==> src/rtl/i2c_req_pkg.sv <==
package i2c_req_pkg;

    localparam int REG_W    = 8;
    localparam int NUM_REQ  = 3;

    // Field positions; software and the bench decode these.
    localparam int POS_ST   = 1;
    localparam int POS_RS   = 2;
    localparam int POS_SP   = 3;
    localparam int POS_TRS  = 5;
    localparam int POS_MST  = 6;
    localparam int POS_BUSY = 7;

    typedef enum int {
        REQ_START   = 0,
        REQ_RESTART = 1,
        REQ_STOP    = 2
    } req_kind_e;

    typedef struct packed {
        logic               busy;
        logic               mst;
        logic               trs;
        logic [NUM_REQ-1:0] req;
    } ctrl_state_t;

    function automatic int req_pos(input int k);
        return POS_ST + k;
    endfunction

    // Only the start request may be withdrawn by writing 0.
    function automatic bit req_clr_on_zero(input int k);
        return (k == REQ_START);
    endfunction

    function automatic logic [REG_W-1:0] pack_view(input ctrl_state_t s);
        logic [REG_W-1:0] v;
        v = '0;
        for (int k = 0; k < NUM_REQ; k++) begin
            v[req_pos(k)] = s.req[k];
        end
        v[POS_TRS]  = s.trs;
        v[POS_MST]  = s.mst;
        v[POS_BUSY] = s.busy;
        return v;
    endfunction

endpackage

==> src/rtl/i2c_req_cell.sv <==
module i2c_req_cell #(
    parameter bit CLR_ON_ZERO = 1'b0
) (
    input  logic clk,
    input  logic rst,
    input  logic wr_en,
    input  logic wr_bit,
    input  logic hw_clr,
    output logic req_q
);

    always_ff @(posedge clk) begin
        if (rst) begin
            req_q <= 1'b0;
        end else if (hw_clr) begin
            req_q <= 1'b0;
        end else if (wr_en) begin
            if (wr_bit) begin
                req_q <= 1'b1;
            end else if (CLR_ON_ZERO) begin
                req_q <= 1'b0;
            end
        end
    end

    // a hardware clear beats any write in the same cycle
    a_r10_clear_wins: assert property (@(posedge clk) disable iff (rst)
        hw_clr |=> !req_q);

    // a zero write keeps a held request when zero-clear is off
    a_r3_zero_keeps: assert property (@(posedge clk) disable iff (rst)
        (!CLR_ON_ZERO && req_q && wr_en && !wr_bit && !hw_clr) |=> req_q);

endmodule

==> src/rtl/i2c_busy_track.sv <==
module i2c_busy_track (
    input  logic clk,
    input  logic rst,
    input  logic if_rst,
    input  logic start_det,
    input  logic stop_det,
    output logic busy_q
);

    always_ff @(posedge clk) begin
        if (rst || if_rst) begin
            busy_q <= 1'b0;
        end else if (stop_det) begin
            busy_q <= 1'b0;
        end else if (start_det) begin
            busy_q <= 1'b1;
        end
    end

    // stop detection always leaves the bus free
    a_r5_stop_frees: assert property (@(posedge clk) disable iff (rst)
        stop_det |=> !busy_q);

    // a lone start detection marks the bus busy
    a_r5_start_busy: assert property (@(posedge clk) disable iff (rst)
        (start_det && !stop_det && !if_rst) |=> busy_q);

endmodule

==> src/rtl/i2c_mode_bits.sv <==
module i2c_mode_bits (
    input  logic clk,
    input  logic rst,
    input  logic if_rst,
    input  logic wr_en,
    input  logic permit,
    input  logic wr_trs,
    input  logic wr_mst,
    output logic trs_q,
    output logic mst_q
);

    logic take;
    assign take = wr_en & permit;

    always_ff @(posedge clk) begin
        if (rst || if_rst) begin
            trs_q <= 1'b0;
            mst_q <= 1'b0;
        end else if (take) begin
            trs_q <= wr_trs;
            mst_q <= wr_mst;
        end
    end

    // without permit the mode bits do not move
    a_r4_guarded: assert property (@(posedge clk) disable iff (rst)
        (!permit && !if_rst) |=> ($stable(trs_q) && $stable(mst_q)));

endmodule

==> src/rtl/i2c_start_launch.sv <==
module i2c_start_launch (
    input  logic clk,
    input  logic rst,
    input  logic st_req,
    input  logic busy,
    output logic gen_start
);

    logic launched_q;

    assign gen_start = st_req & ~busy & ~launched_q;

    always_ff @(posedge clk) begin
        if (rst) begin
            launched_q <= 1'b0;
        end else if (!st_req) begin
            launched_q <= 1'b0;
        end else if (gen_start) begin
            launched_q <= 1'b1;
        end
    end

    // one strobe per request
    a_r6_single_pulse: assert property (@(posedge clk) disable iff (rst)
        gen_start |=> !gen_start);

endmodule

==> src/rtl/i2c_bus_req_ctrl.sv <==
module i2c_bus_req_ctrl
    import i2c_req_pkg::*;
(
    input  logic             clk,
    input  logic             rst,
    input  logic             if_rst,
    input  logic             wr_en,
    input  logic [REG_W-1:0] wr_data,
    input  logic             mode_wr_permit,
    input  logic             start_det,
    input  logic             stop_det,
    input  logic             arb_lost,
    output logic [REG_W-1:0] rd_data,
    output logic             gen_start
);

    ctrl_state_t       st;
    logic              arb_q;
    logic              arb_rise;
    logic [NUM_REQ-1:0] hw_clr;

    // Reserved and read-only positions are not decoded on writes.
    logic unused_wr_bits;
    assign unused_wr_bits = ^{wr_data[0], wr_data[4], wr_data[POS_BUSY]};

    always_ff @(posedge clk) begin
        if (rst) begin
            arb_q <= 1'b0;
        end else begin
            arb_q <= arb_lost;
        end
    end

    assign arb_rise = arb_lost & ~arb_q;

    for (genvar k = 0; k < NUM_REQ; k++) begin : g_req
        if (k == REQ_STOP) begin : g_clr_stop
            assign hw_clr[k] = if_rst | arb_rise | stop_det;
        end else begin : g_clr_start
            assign hw_clr[k] = if_rst | arb_rise | start_det;
        end

        i2c_req_cell #(
            .CLR_ON_ZERO (req_clr_on_zero(k))
        ) i_cell (
            .clk    (clk),
            .rst    (rst),
            .wr_en  (wr_en),
            .wr_bit (wr_data[req_pos(k)]),
            .hw_clr (hw_clr[k]),
            .req_q  (st.req[k])
        );
    end

    i2c_busy_track i_busy (
        .clk       (clk),
        .rst       (rst),
        .if_rst    (if_rst),
        .start_det (start_det),
        .stop_det  (stop_det),
        .busy_q    (st.busy)
    );

    i2c_mode_bits i_mode (
        .clk    (clk),
        .rst    (rst),
        .if_rst (if_rst),
        .wr_en  (wr_en),
        .permit (mode_wr_permit),
        .wr_trs (wr_data[POS_TRS]),
        .wr_mst (wr_data[POS_MST]),
        .trs_q  (st.trs),
        .mst_q  (st.mst)
    );

    i2c_start_launch i_launch (
        .clk       (clk),
        .rst       (rst),
        .st_req    (st.req[REQ_START]),
        .busy      (st.busy),
        .gen_start (gen_start)
    );

    assign rd_data = pack_view(st);

    // reserved positions never read as 1
    a_r1_reserved_zero: assert property (@(posedge clk) disable iff (rst)
        (rd_data[0] == 1'b0) && (rd_data[4] == 1'b0));

    // strobe only with a pending request on a free bus
    a_r6_free_bus: assert property (@(posedge clk) disable iff (rst)
        gen_start |-> (rd_data[POS_ST] && !rd_data[POS_BUSY]));

    // rising arbitration loss drops every request
    a_r8_arb_clears: assert property (@(posedge clk) disable iff (rst)
        arb_rise |=> (rd_data[POS_SP:POS_ST] == '0));

    // interface reset empties the register
    a_r9_if_reset: assert property (@(posedge clk) disable iff (rst)
        if_rst |=> (rd_data == '0));

    // start detection drops start and restart requests
    a_r7_start_det: assert property (@(posedge clk) disable iff (rst)
        start_det |=> (!rd_data[POS_ST] && !rd_data[POS_RS]));

endmodule

==> config.mk <==
export PLATFORM = sky130hd
export DESIGN_NAME = i2c_bus_req_ctrl
export DESIGN_NICKNAME = d
export VERILOG_FILES = /design/src/rtl/i2c_req_pkg.sv /design/src/rtl/i2c_req_cell.sv /design/src/rtl/i2c_busy_track.sv /design/src/rtl/i2c_mode_bits.sv /design/src/rtl/i2c_start_launch.sv /design/src/rtl/i2c_bus_req_ctrl.sv
export SDC_FILE = /design/constraint.sdc
export NUM_CORES = 1
export LEC_CHECK = 0
export BUFFER_PORTS_ARGS = -buffer_cell sky130_fd_sc_hd__buf_4
export CORE_AREA = 2 2 39 41
export CTS_BUF_LIST = sky130_fd_sc_hd__clkbuf_4 sky130_fd_sc_hd__clkbuf_8
export DETAILED_ROUTE_END_ITERATION = 16
export DIE_AREA = 0 0 41 43
export GPL_ROUTABILITY_DRIVEN = 0
export SLEW_MARGIN = 10
export SYNTH_ARGS = -nofsm -noshare
export SYNTH_HDL_FRONTEND = slang
export SYNTH_SLANG_ARGS = --single-unit
==> constraint.sdc <==
create_clock -name clk -period 0.89 [get_ports clk]
set_input_delay 0.0445 -clock clk [delete_from_list [all_inputs] [get_ports clk]]
set_output_delay 0.0445 -clock clk [all_outputs]
set_load 0.01 [all_outputs]
# Yosys cells after proc, flatten, opt, wreduce, memory -nomap -nowiden
# Index checks and enable logic that the tools add are counted.
dict set report word_totals {
  output_inout_bits 9
  regBits 8
  inputBits 16
}
dict set report op_classes {
  reduce_logical 7
  bitwise 11
  mux 1
}
# operator count
set op_table {}
lappend op_table {{2-bit OR reduction} 4}
lappend op_table {{1-bit AND} 4}
lappend op_table {{1-bit NOT} 4}
lappend op_table {{2-bit AND reduction} 2}
lappend op_table {{1-bit bitwise OR} 3}
lappend op_table {{1-bit logical OR} 1}
lappend op_table {{1-bit two-way mux} 1}

# Logic depth before layout (Yosys ltp)
# Gate-level depths: netlist of run 1.
dict set report logic_depth {
  ltp_word 5
  ltp_mapped 3
  mapped_depth_nobuf 2
}

# Hierarchy
# A second synthesis of run 1 with hierarchy kept.
dict set report hier_totals {
  hier_cells 32
  hier_area_um2 356.6
}
# module area_per_inst_um2 cells_per_inst n_inst
set by_module_without_submodules {}
lappend by_module_without_submodules {i2c_mode_bits 85.1 8 1}
lappend by_module_without_submodules {{i2c_req_cell at g_req[1].i_cell ...} 38.8 3 2}
lappend by_module_without_submodules {i2c_bus_req_ctrl 71.3 8 1}
lappend by_module_without_submodules {i2c_start_launch 46.3 4 1}
lappend by_module_without_submodules {{i2c_req_cell at g_req[0].i_cell} 40.0 3 1}
lappend by_module_without_submodules {i2c_busy_track 36.3 3 1}

# Least setup slack after synthesis of run 1
# No wires, ideal clock.
dict set report synth_timing {
  path_type {flip-flop to output port}
  startpoint {register g_req[0].i_cell.req_q}
  endpoint {output port gen_start}
  arrival_ps 653
  setup_slack_ps 192
  path_buffers 0
  required_ps 845
  stages_incl_launch_ff 2
  path_cell_list {dfxtp_1 nor3b_1}
}
dict set report synth_via {
  elab_chain_cells 2
}
# item line
set synth_rtl {}
lappend synth_rtl {{start: declaration} i2c_req_cell.sv:9} ;# output logic req_q
lappend synth_rtl {{start signal: assignment} i2c_req_cell.sv:14} ;# req_q <= 1'b0;
lappend synth_rtl {{start signal: assignment} i2c_req_cell.sv:16} ;# req_q <= 1'b0;
lappend synth_rtl {{start signal: assignment} i2c_req_cell.sv:19} ;# req_q <= 1'b1;
lappend synth_rtl {{1-bit AND (2 in a row)} i2c_start_launch.sv:11} ;# assign gen_start = st_req & ~busy & ~launched_q;
lappend synth_rtl {{end: declaration} i2c_bus_req_ctrl.sv:14} ;# output logic gen_start
# No other way between the ends.

# Worst setup path in the final report of run 1
dict set report layout_timing {
  startpoint {register i_launch.launched_q}
  endpoint {output port gen_start}
}
dict set report layout_via {
  elab_chain_cells 2
}
# item line
set layout_rtl {}
lappend layout_rtl {{start: declaration} i2c_start_launch.sv:9} ;# logic launched_q;
lappend layout_rtl {{start signal: assignment} i2c_start_launch.sv:15} ;# launched_q <= 1'b0;
lappend layout_rtl {{start signal: assignment} i2c_start_launch.sv:17} ;# launched_q <= 1'b0;
lappend layout_rtl {{start signal: assignment} i2c_start_launch.sv:19} ;# launched_q <= 1'b1;
lappend layout_rtl {{1-bit NOT} i2c_start_launch.sv:11}
lappend layout_rtl {{1-bit AND} i2c_start_launch.sv:11}
# No other way between the ends.

==> results of run 1 <==
-- flip-flops by register name (all words and copies together) (netlist names) --
name / cells
i_mode.trs_q: 1
i_busy.busy_q: 1
i_mode.mst_q: 1
g_req.i_cell.req_q: 3
arb_q: 1
i_launch.launched_q: 1
-- power breakdown --
part	internal (uW)	switching [uW]
Combinational	66.1	39.1
Clock	153	109
Sequential	367	3.47
-- final cells by class --
| cell class | instances | area, sq um | area share (%) |
|---|---|---|---|
| repair buffers | 24 | 195 | 35.9 |
| flip-flops and latches | 8 | 164 | 30.1 |
| multi-input cells | 22 | 143 | 26.2 |
| clock buffers | 3 | 22.5 | 4.14 |
| well taps | 16 | 20.0 | 3.68 |
-- cells by family after synthesis --
| logic type | synth area share (%) |
|---|---|
| AOI/OAI and AO/OA | 11.0 |
| muxes | 2.76 |
| DFF | 44.1 |
| buffers and inverters | 19.0 |
| and+or+nand+nor | 22.1 |
| other | 1.03 |
-- per-layer routing --
metal  vias to the layer above  wire length [microns]  global-route usage, %  part of all wire (%)
met5                         -                      0                      0                     0
met4                         0                     19                   8.00                   2.7
met3                         2                     96                   3.66                    14
met2                        19                    273                   11.9                    39
met1                       121                    307                   8.44                    44
li1                        160                      -                      -                     -
-- what timing repair did --
item,4_1_cts,5_1_grt
hold buffers,3,0
setup endpoints to repair,1,3
buffers inserted,2,0
resized for setup,5,1
endpoints found under the hold margin,5,0
-- per-stage QoR --
step	utilization, %	worst slack [ns]	hold WS, ns	setup TNS [ns]	cells
after floorplan	-	0.192	0.121	0	40
after global placement	33.3	0.0317	0.223	0	65
after detailed placement	33.3	0.0342	0.224	0	65
after CTS	39.1	-0.0311	0.0302	-0.0311	73
after global routing	39.3	-0.0860	0.0398	-0.0912	73
final	39.3	-0.0204	0.0376	-0.0204	73
-- critical path: stages, from the launching register on --
cell	delay, ns
sky130_fd_sc_hd__dfxtp_2	0.32
sky130_fd_sc_hd__nor3b_2	0.17
sky130_fd_sc_hd__buf_4	0.14
-- worst min-delay path by stage --
stage / end / slack, ns / startpoint
after detailed placement: g_req[2].i_cell.req_q / 0.22 / stop_det
after global placement: g_req[2].i_cell.req_q / 0.22 / stop_det
after floorplan: i_launch.launched_q / 0.12 / rst
final: arb_q / 0.04 / arb_lost
after global routing: arb_q / 0.04 / arb_lost
after CTS: arb_q / 0.03 / arb_lost
-- cells in the final DEF (no fill, tap or decap) --
master,n
sky130_fd_sc_hd__nor4_1,3
sky130_fd_sc_hd__nor3b_2,1
sky130_fd_sc_hd__mux2i_1,1
sky130_fd_sc_hd__nor2_1,1
sky130_fd_sc_hd__conb_1,2
sky130_fd_sc_hd__nor3_1,1
sky130_fd_sc_hd__nor3b_1,1
sky130_fd_sc_hd__dfxtp_2,3
sky130_fd_sc_hd__clkbuf_4,3
sky130_fd_sc_hd__a21oi_1,4
sky130_fd_sc_hd__or2_0,1
sky130_fd_sc_hd__nor2b_1,2
sky130_fd_sc_hd__buf_4,19
sky130_fd_sc_hd__nand3_1,2
sky130_fd_sc_hd__dlygate4sd3_1,3
sky130_fd_sc_hd__and2b_2,1
sky130_fd_sc_hd__dfxtp_1,5
sky130_fd_sc_hd__a21bo_2,2
sky130_fd_sc_hd__buf_6,2
==> results.toml, run 1 <==
[status]
run_status = "finished, violations left"
failed_checks = "setup timing"

[synthesis]
synth_top_cells_by_area = "sky130_fd_sc_hd__dfxtp_1, sky130_fd_sc_hd__buf_4, sky130_fd_sc_hd__a21bo_2"
yosys-top-cells-count = "sky130_fd_sc_hd__buf_4, sky130_fd_sc_hd__dfxtp_1, sky130_fd_sc_hd__a21oi_1"
post_synth_instance_area_sq_um = 363
ys_warn_count = 0
postSynth.asyncResetShare_pct = 0
post-synth-top-area-cell = "sky130_fd_sc_hd__dfxtp_1"
ys_seq_elements = 8
synth_enable_flop_cells = 0
synthCells = 39
yosys.area.top_type_share_pct = 44.1
synth_area_per_cell_sq_um = 9.30
synth_top_flop_cell = "sky130_fd_sc_hd__dfxtp_1"
synth_cell_type_count = 16
synth_sequential_area_ratio_pct = 44.1

[min_path]
hold_path.class = "input pin to flop"
min_delay_path_depth = 2

[setup_path]
worst_setup_path_endpoint = "gen_start"
r2r_start = "g_req[0].i_cell.req_q"
setup.worst_path.start_class = "flop"
critPathRequiredTime_ns = 0.85
worstSetupStartpoint = "i_launch.launched_q"
worstReg2RegEnd = "g_req[0].i_cell.req_q"
endpoint_kind = "primary output"
cp_max_fo = 2
critPathKind = "flop to primary output"
critPathArrivalTime_ns = 0.87
r2r_slack_ns = 0.13
r2r.worst_path.cells = 3

[clocking]
tritoncts_clock_tree = "built"
cts.sink_count = 8
largest_buffer_count_on_any_clock_path = 2
cts-root-buf = "sky130_fd_sc_hd__clkbuf_4"
clock_tree.htree_level_count = 1
insertion_delay_ns = 0.24
clk_pin_slew_ns = 0.05
numCtsBuffers = 3

[grt]
grt_pass1_vias = 245
first_pass_grt_wire_length_microns = 917
gr-usage-all-layers_pct = 8.36
globalRouteOverflowTotal = 0
grt_antenna_before_repair = 0
grt_max_degree = 8

[timing]
timing.clock.skew_ns = 0.00284
timing.final.crit_share_pct = 102
final.min_clock_period_ns = 0.910
finalHoldViolations = 0
setup_slack_ns = -0.0204
setup_viol = 1
fmaxAchievable_mhz = 1100
timing_max_transition_violations_final = 0
grt_setup_unrepaired = "true"

[power_and_ir_drop]
ir_worst_vdd_uv = 642
cellPowerDensity_nw_per_um2 = 1350
design_power_total_uw = 737
total_leakage_power_uw = 0.000251

[cells_and_area]
final_net_count = 75
fin_area_sq_um = 544
layout-drive-gt1-share_pct = 54.4
nFillCells = 147
areaGrowthSynthToFinish_pct = 50.0
antennaDiodeCount = 0

[placed_design]
dp_hpwl_microns = 530
dpl-instance-area_sq_um = 460
port-buffer-count = 19

[route]
drt_first_iter_violations = 0
first_pass_iters = 1
post_drt_via_cell_ratio = 4.14
dr_total_vias = 302
detail_route.drc_violations = 0
wire_per_inst_microns = 9.56
ant_nets = 0
totalWireLength_microns = 698

[die]
coreArea_sq_um = 1380
die-height_microns = 43
io_pins = 25
die_outline_area_sq_um = 1760
die_w_microns = 41
rows = 14
initial_core_util_pct = 26.2

[run]
max-cap-violations = 0
Power figures use the tool's default switching activity.
==> inputs of run 2 (changes only) <==
CORE_AREA = 10 10 47 49   (was 2 2 39 41)
DIE_AREA = 0 0 57 59   (was 0 0 41 43)
SETUP_SLACK_MARGIN = 0.3   (was not set)
==> run 2 against run 1 <==
  * The run ends with hold timing, setup timing left
  * Critical path depth is the same
  * Highest routed layer unchanged
  * Global-route usage shrank 2.8 points
  * Critical path type unchanged
  * Via count is 2.0% higher
  * Die area up 91%
  * Critical endpoint unchanged
==> results.toml, run 2 (same netlist as run 1, synthesis figures left out) <==
[status]
run_status = "finished, violations left"
failed_checks = "hold timing, setup timing"

[setup_path]
cp_max_fo = 2
endpoint_kind = "primary output"
r2r_start = "i_busy.busy_q"
setup.worst_path.start_class = "flop"
critPathRequiredTime_ns = 0.85
worstSetupStartpoint = "i_busy.busy_q"
critPathArrivalTime_ns = 0.87
critPathKind = "flop to primary output"

[route]
wire_per_inst_microns = 12.7
dr_total_vias = 308
drt_first_iter_violations = 6
totalWireLength_microns = 904
ant_nets = 0
post_drt_via_cell_ratio = 4.34
first_pass_iters = 2
detail_route.drc_violations = 0

[clocking]
clk_pin_slew_ns = 0.05
cts-root-buf = "sky130_fd_sc_hd__clkbuf_4"
clock_tree.htree_level_count = 1
cts.sink_count = 8
tritoncts_clock_tree = "built"
numCtsBuffers = 3
insertion_delay_ns = 0.25
largest_buffer_count_on_any_clock_path = 2

[min_path]
hold_path.startpoint = "rst"
hold_path.class = "input pin to flop"

[cells_and_area]
layout_commonest_cell = "sky130_fd_sc_hd__buf_4"
areaGrowthSynthToFinish_pct = 57.6
multi_input_area_sq_um = 171
final_net_count = 73
nFillCells = 153
largest_register_ffs = 3
antennaDiodeCount = 0
layout-drive-gt1-share_pct = 78.2
regMostFlops = "g_req.i_cell.req_q"
top_library_cells_by_usage_in_the_layout_fill_and_taps_aside = "sky130_fd_sc_hd__buf_4, sky130_fd_sc_hd__dfxtp_2, sky130_fd_sc_hd__buf_6"
final_cells = 71
seq_area_sq_um = 170

[grt]
grt_antenna_before_repair = 0
grt_pass1_vias = 347
globalRouteOverflowTotal = 0
grt_max_degree = 8
grt.met1_usage_pct = 5.77
first_pass_grt_wire_length_microns = 1500
grt_busiest_layer = "met2"
gr-usage-all-layers_pct = 5.56
grt_util_met2_pct = 6.82
grt.met3_usage_pct = 5.15

[power_and_ir_drop]
ir_worst_vdd_uv = 486
total_leakage_power_uw = 0.000255
design_power_total_uw = 757
cellPowerDensity_nw_per_um2 = 1320

[timing]
timing.hold.ws_ns = -0.0433
fmaxAchievable_mhz = 1100
timing.final.crit_share_pct = 102
timing.clock.skew_ns = 0.00452
timing_max_transition_violations_final = 0
totalNegativeSetupSlack_ns = -0.0205
setup_slack_ns = -0.0205
grt_setup_unrepaired = "true"
final.min_clock_period_ns = 0.910
setup_viol = 1
finalHoldViolations = 5

[die]
initial_core_util_pct = 25.9
coreArea_sq_um = 1400
io_pins = 25
rows = 14
die_outline_area_sq_um = 3360
die_w_microns = 57
die-height_microns = 59

[placed_design]
port-buffer-count = 19
placed_cells_incl_taps = 66
place_worst_setup_slack_ns = 0.0375

[run]
max-cap-violations = 0
## run 2: cell count changes in the layout (fill, tap and decap cells not counted), sizes merged
cell / change
buf: +1
dlygate4sd3: -3
## run 2: final timing paths
kind	end	slack, ns	cells past startpoint
setup / recovery	gen_start	-0.02	2
hold / removal	i_launch.launched_q	-0.04	2
setup reg to reg	i_launch.launched_q	0.07	3
hold reg to reg	g_req[2].i_cell.req_q	0.53	2
## run 2: per-stage QoR
stage / cell area (sq um) / hold WS (ns) / util (%)
2_1_floorplan: 373 / 0.116 / -
3_3_place_gp: 474 / 0.218 / 33.8
3_5_place_dp: 474 / 0.218 / 33.8
4_1_cts: 561 / -0.0469 / 40.0
5_1_grt: 572 / -0.0484 / 40.8
6_report: 572 / -0.0433 / 40.8
## run 2: final cells by class
| type | instances | share of cell area [%] |
|---|---|---|
| sequential | 8 | 29.8 |
| tap | 16 | 3.50 |
| clock buffer | 3 | 3.94 |
| timing repair buffer | 22 | 32.8 |
| multi-input combinational | 22 | 30.0 |
## run 2: repair_timing
item                                   4_1_cts  5_1_grt
resized for setup                           18        2
setup buffers                                2        0
endpoints found under the hold margin        5        5
setup endpoints to repair                   14       14
pin swaps                                    2        1
## run 2: critical path, cell delays in order, from the launching register on
cell                      delay (ns)
sky130_fd_sc_hd__dfxtp_2        0.32
sky130_fd_sc_hd__nor3b_2        0.16
sky130_fd_sc_hd__buf_4          0.14
## run 2: metal layers
metal	wire (microns)	vias to the layer above	part of all wire, %
li1	-	154	-
met1	368	132	41
met2	358	20	40
met3	172	2	19
met4	4	0	0.44
met5	0	-	0
## run 2: power by group
group	switching, uW	total [uW]	internal, uW
clock	118	272	154
combinational	45.0	112	66.9
sequential	5.11	373	368
total	168	757	589
==> inputs of run 3 (changes only) <==
ABC_AREA = 1   (was not set)
SKIP_CTS_REPAIR_TIMING = 1   (was not set)
==> run 3 against run 2 <==
  * The run still ends with hold timing, setup timing left
  * Combinational power barely moved
  * Sequential share of layout area increased by 0.85 points
  * Largest power group unchanged
  * Cell count grew 18%
  * Critical path type unchanged
  * Non-clock buffer count down 3
  * Maximum frequency down 0.83%
  * Global-route usage is 0.072 points higher
  * Synthesized cell count is 36% higher
  * Via count is 6.5% higher
  * Final area is 3.5% lower
  * Die area is the same
  * Utilization shrank 1.4 points
==> results.toml, run 3 <==
[timing]
totalNegativeSetupSlack_ns = -0.0281
timing_max_transition_violations_final = 0
setup_slack_ns = -0.0281
timing.clock.skew_ns = 0.00128
timing.hold.ws_ns = -0.0236
final.min_clock_period_ns = 0.918
setup_viol = 1
timing.final.crit_share_pct = 103
fmaxAchievable_mhz = 1090
finalHoldViolations = 2
grt_setup_unrepaired = "true"

[route]
drt_first_iter_violations = 2
ant_nets = 0
detail_route.drc_violations = 0
totalWireLength_microns = 845
wire_per_inst_microns = 10.1
dr_total_vias = 328
post_drt_via_cell_ratio = 3.90
first_pass_iters = 3

[cells_and_area]
areaGrowthSynthToFinish_pct = 44.1
layout-drive-gt1-share_pct = 57.4
top_library_cells_by_usage_in_the_layout_fill_and_taps_aside = "sky130_fd_sc_hd__buf_4, sky130_fd_sc_hd__nor2_1, sky130_fd_sc_hd__dfxtp_2"
layout_commonest_cell = "sky130_fd_sc_hd__buf_4"
antennaDiodeCount = 0
regMostFlops = "g_req.i_cell.req_q"
final_net_count = 86
largest_register_ffs = 3

[synthesis]
synth_enable_flop_cells = 0
ys_warn_count = 0
synth_area_per_cell_sq_um = 7.22
synth_sequential_area_ratio_pct = 41.8
synth_top_flop_cell = "sky130_fd_sc_hd__dfxtp_1"
yosys-top-cells-count = "sky130_fd_sc_hd__nor2_1, sky130_fd_sc_hd__inv_1, sky130_fd_sc_hd__buf_4, sky130_fd_sc_hd__dfxtp_1, sky130_fd_sc_hd__nand2_1"
post_synth_instance_area_sq_um = 383
synth_most_common_cell = "sky130_fd_sc_hd__nor2_1"
synth_cell_type_count = 12
synth_top_cells_by_area = "sky130_fd_sc_hd__dfxtp_1, sky130_fd_sc_hd__buf_4, sky130_fd_sc_hd__nor2_1"
yosys.area.top_type_share_pct = 41.8
postSynth.asyncResetShare_pct = 0
synthCells = 53
post-synth-top-area-cell = "sky130_fd_sc_hd__dfxtp_1"
ys_seq_elements = 8

[clocking]
cts-root-buf = "sky130_fd_sc_hd__clkbuf_4"
tritoncts_clock_tree = "built"
cts.sink_count = 8
clock_tree.htree_level_count = 1
largest_buffer_count_on_any_clock_path = 2
numCtsBuffers = 3
clk_pin_slew_ns = 0.05
insertion_delay_ns = 0.26

[die]
die_outline_area_sq_um = 3360
coreArea_sq_um = 1400
io_pins = 25
initial_core_util_pct = 27.3
die-height_microns = 59
die_w_microns = 57
rows = 14

[setup_path]
critPathArrivalTime_ns = 0.87
setup.worst_path.start_class = "flop"
endpoint_kind = "primary output"
critPathKind = "flop to primary output"
cp_max_fo = 3
critPathRequiredTime_ns = 0.85

[min_path]
hold_path.class = "input pin to flop"

[grt]
first_pass_grt_wire_length_microns = 1410
grt_max_degree = 6
grt_pass1_vias = 349
globalRouteOverflowTotal = 0
gr-usage-all-layers_pct = 5.63
grt_antenna_before_repair = 0

[power_and_ir_drop]
cellPowerDensity_nw_per_um2 = 1380
design_power_total_uw = 764
total_leakage_power_uw = 0.000282
ir_worst_vdd_uv = 569

[placed_design]
place_worst_setup_slack_ns = 0.217
dp_hpwl_microns = 744
port-buffer-count = 19

[status]
failed_checks = "hold timing, setup timing"
run_status = "finished, violations left"

[run]
max-cap-violations = 0
-- run 3: final timing paths --
path,startpoint,endpoint,slack [ns],depth (start not counted)
setup / recovery,i_busy.busy_q,gen_start,-0.03,2
hold / removal,rst,arb_q,-0.02,2
setup reg to reg,g_req[0].i_cell.req_q,g_req[0].i_cell.req_q,0.24,4
hold reg to reg,g_req[0].i_cell.req_q,i_launch.launched_q,0.47,2
-- run 3: logic make-up after synthesis --
kind of cell / Yosys count / synth area share, %
AND/OR/NAND/NOR: 24 / 28.8
buffers and inverters: 17 / 24.5
flip-flops: 8 / 41.8
AO/OA/AOI/OAI: 3 / 3.92
other: 1 / 0.979
-- run 3: layout make-up --
| class | count | area [sq um] |
|---|---|---|
| clock buffers | 3 | 22.5 |
| repair buffers | 19 | 161 |
| well taps | 16 | 20.0 |
| inverters | 9 | 33.8 |
| multi-input cells | 29 | 145 |
| fillers | 165 | 850 |
| flip-flops and latches | 8 | 169 |
-- run 3: worst max-delay path, cell delays in order, from the launching register on --
cell	delay [ns]
sky130_fd_sc_hd__dfxtp_2	0.34
sky130_fd_sc_hd__nor3_2	0.14
sky130_fd_sc_hd__buf_4	0.14
-- run 3: per-layer routing --
layer / up-vias / part of all wire (%) / global-route usage (%)
met5: - / 0 / 0
met4: 0 / 2.5 / 5.03
met3: 3 / 9.1 / 3.65
met2: 17 / 46 / 7.75
met1: 130 / 42 / 5.73
li1: 178 / - / -
-- run 3: metrics by stage --
| stage | hold WS (ns) | instances | util, % | cell area (sq um) |
|---|---|---|---|---|
| after floorplan | 0.116 | 54 | - | 393 |
| after global placement | 0.243 | 81 | 35.4 | 495 |
| after detailed placement | 0.246 | 81 | 35.4 | 495 |
| after CTS | -0.0297 | 84 | 37.0 | 518 |
| after global routing | -0.0183 | 84 | 39.4 | 552 |
| final | -0.0236 | 84 | 39.4 | 552 |
-- run 3: where the power goes --
| group | switching, uW | internal [uW] |
|---|---|---|
| clock network | 125 | 154 |
| registers | 6.14 | 369 |
| logic | 48.5 | 61.2 |
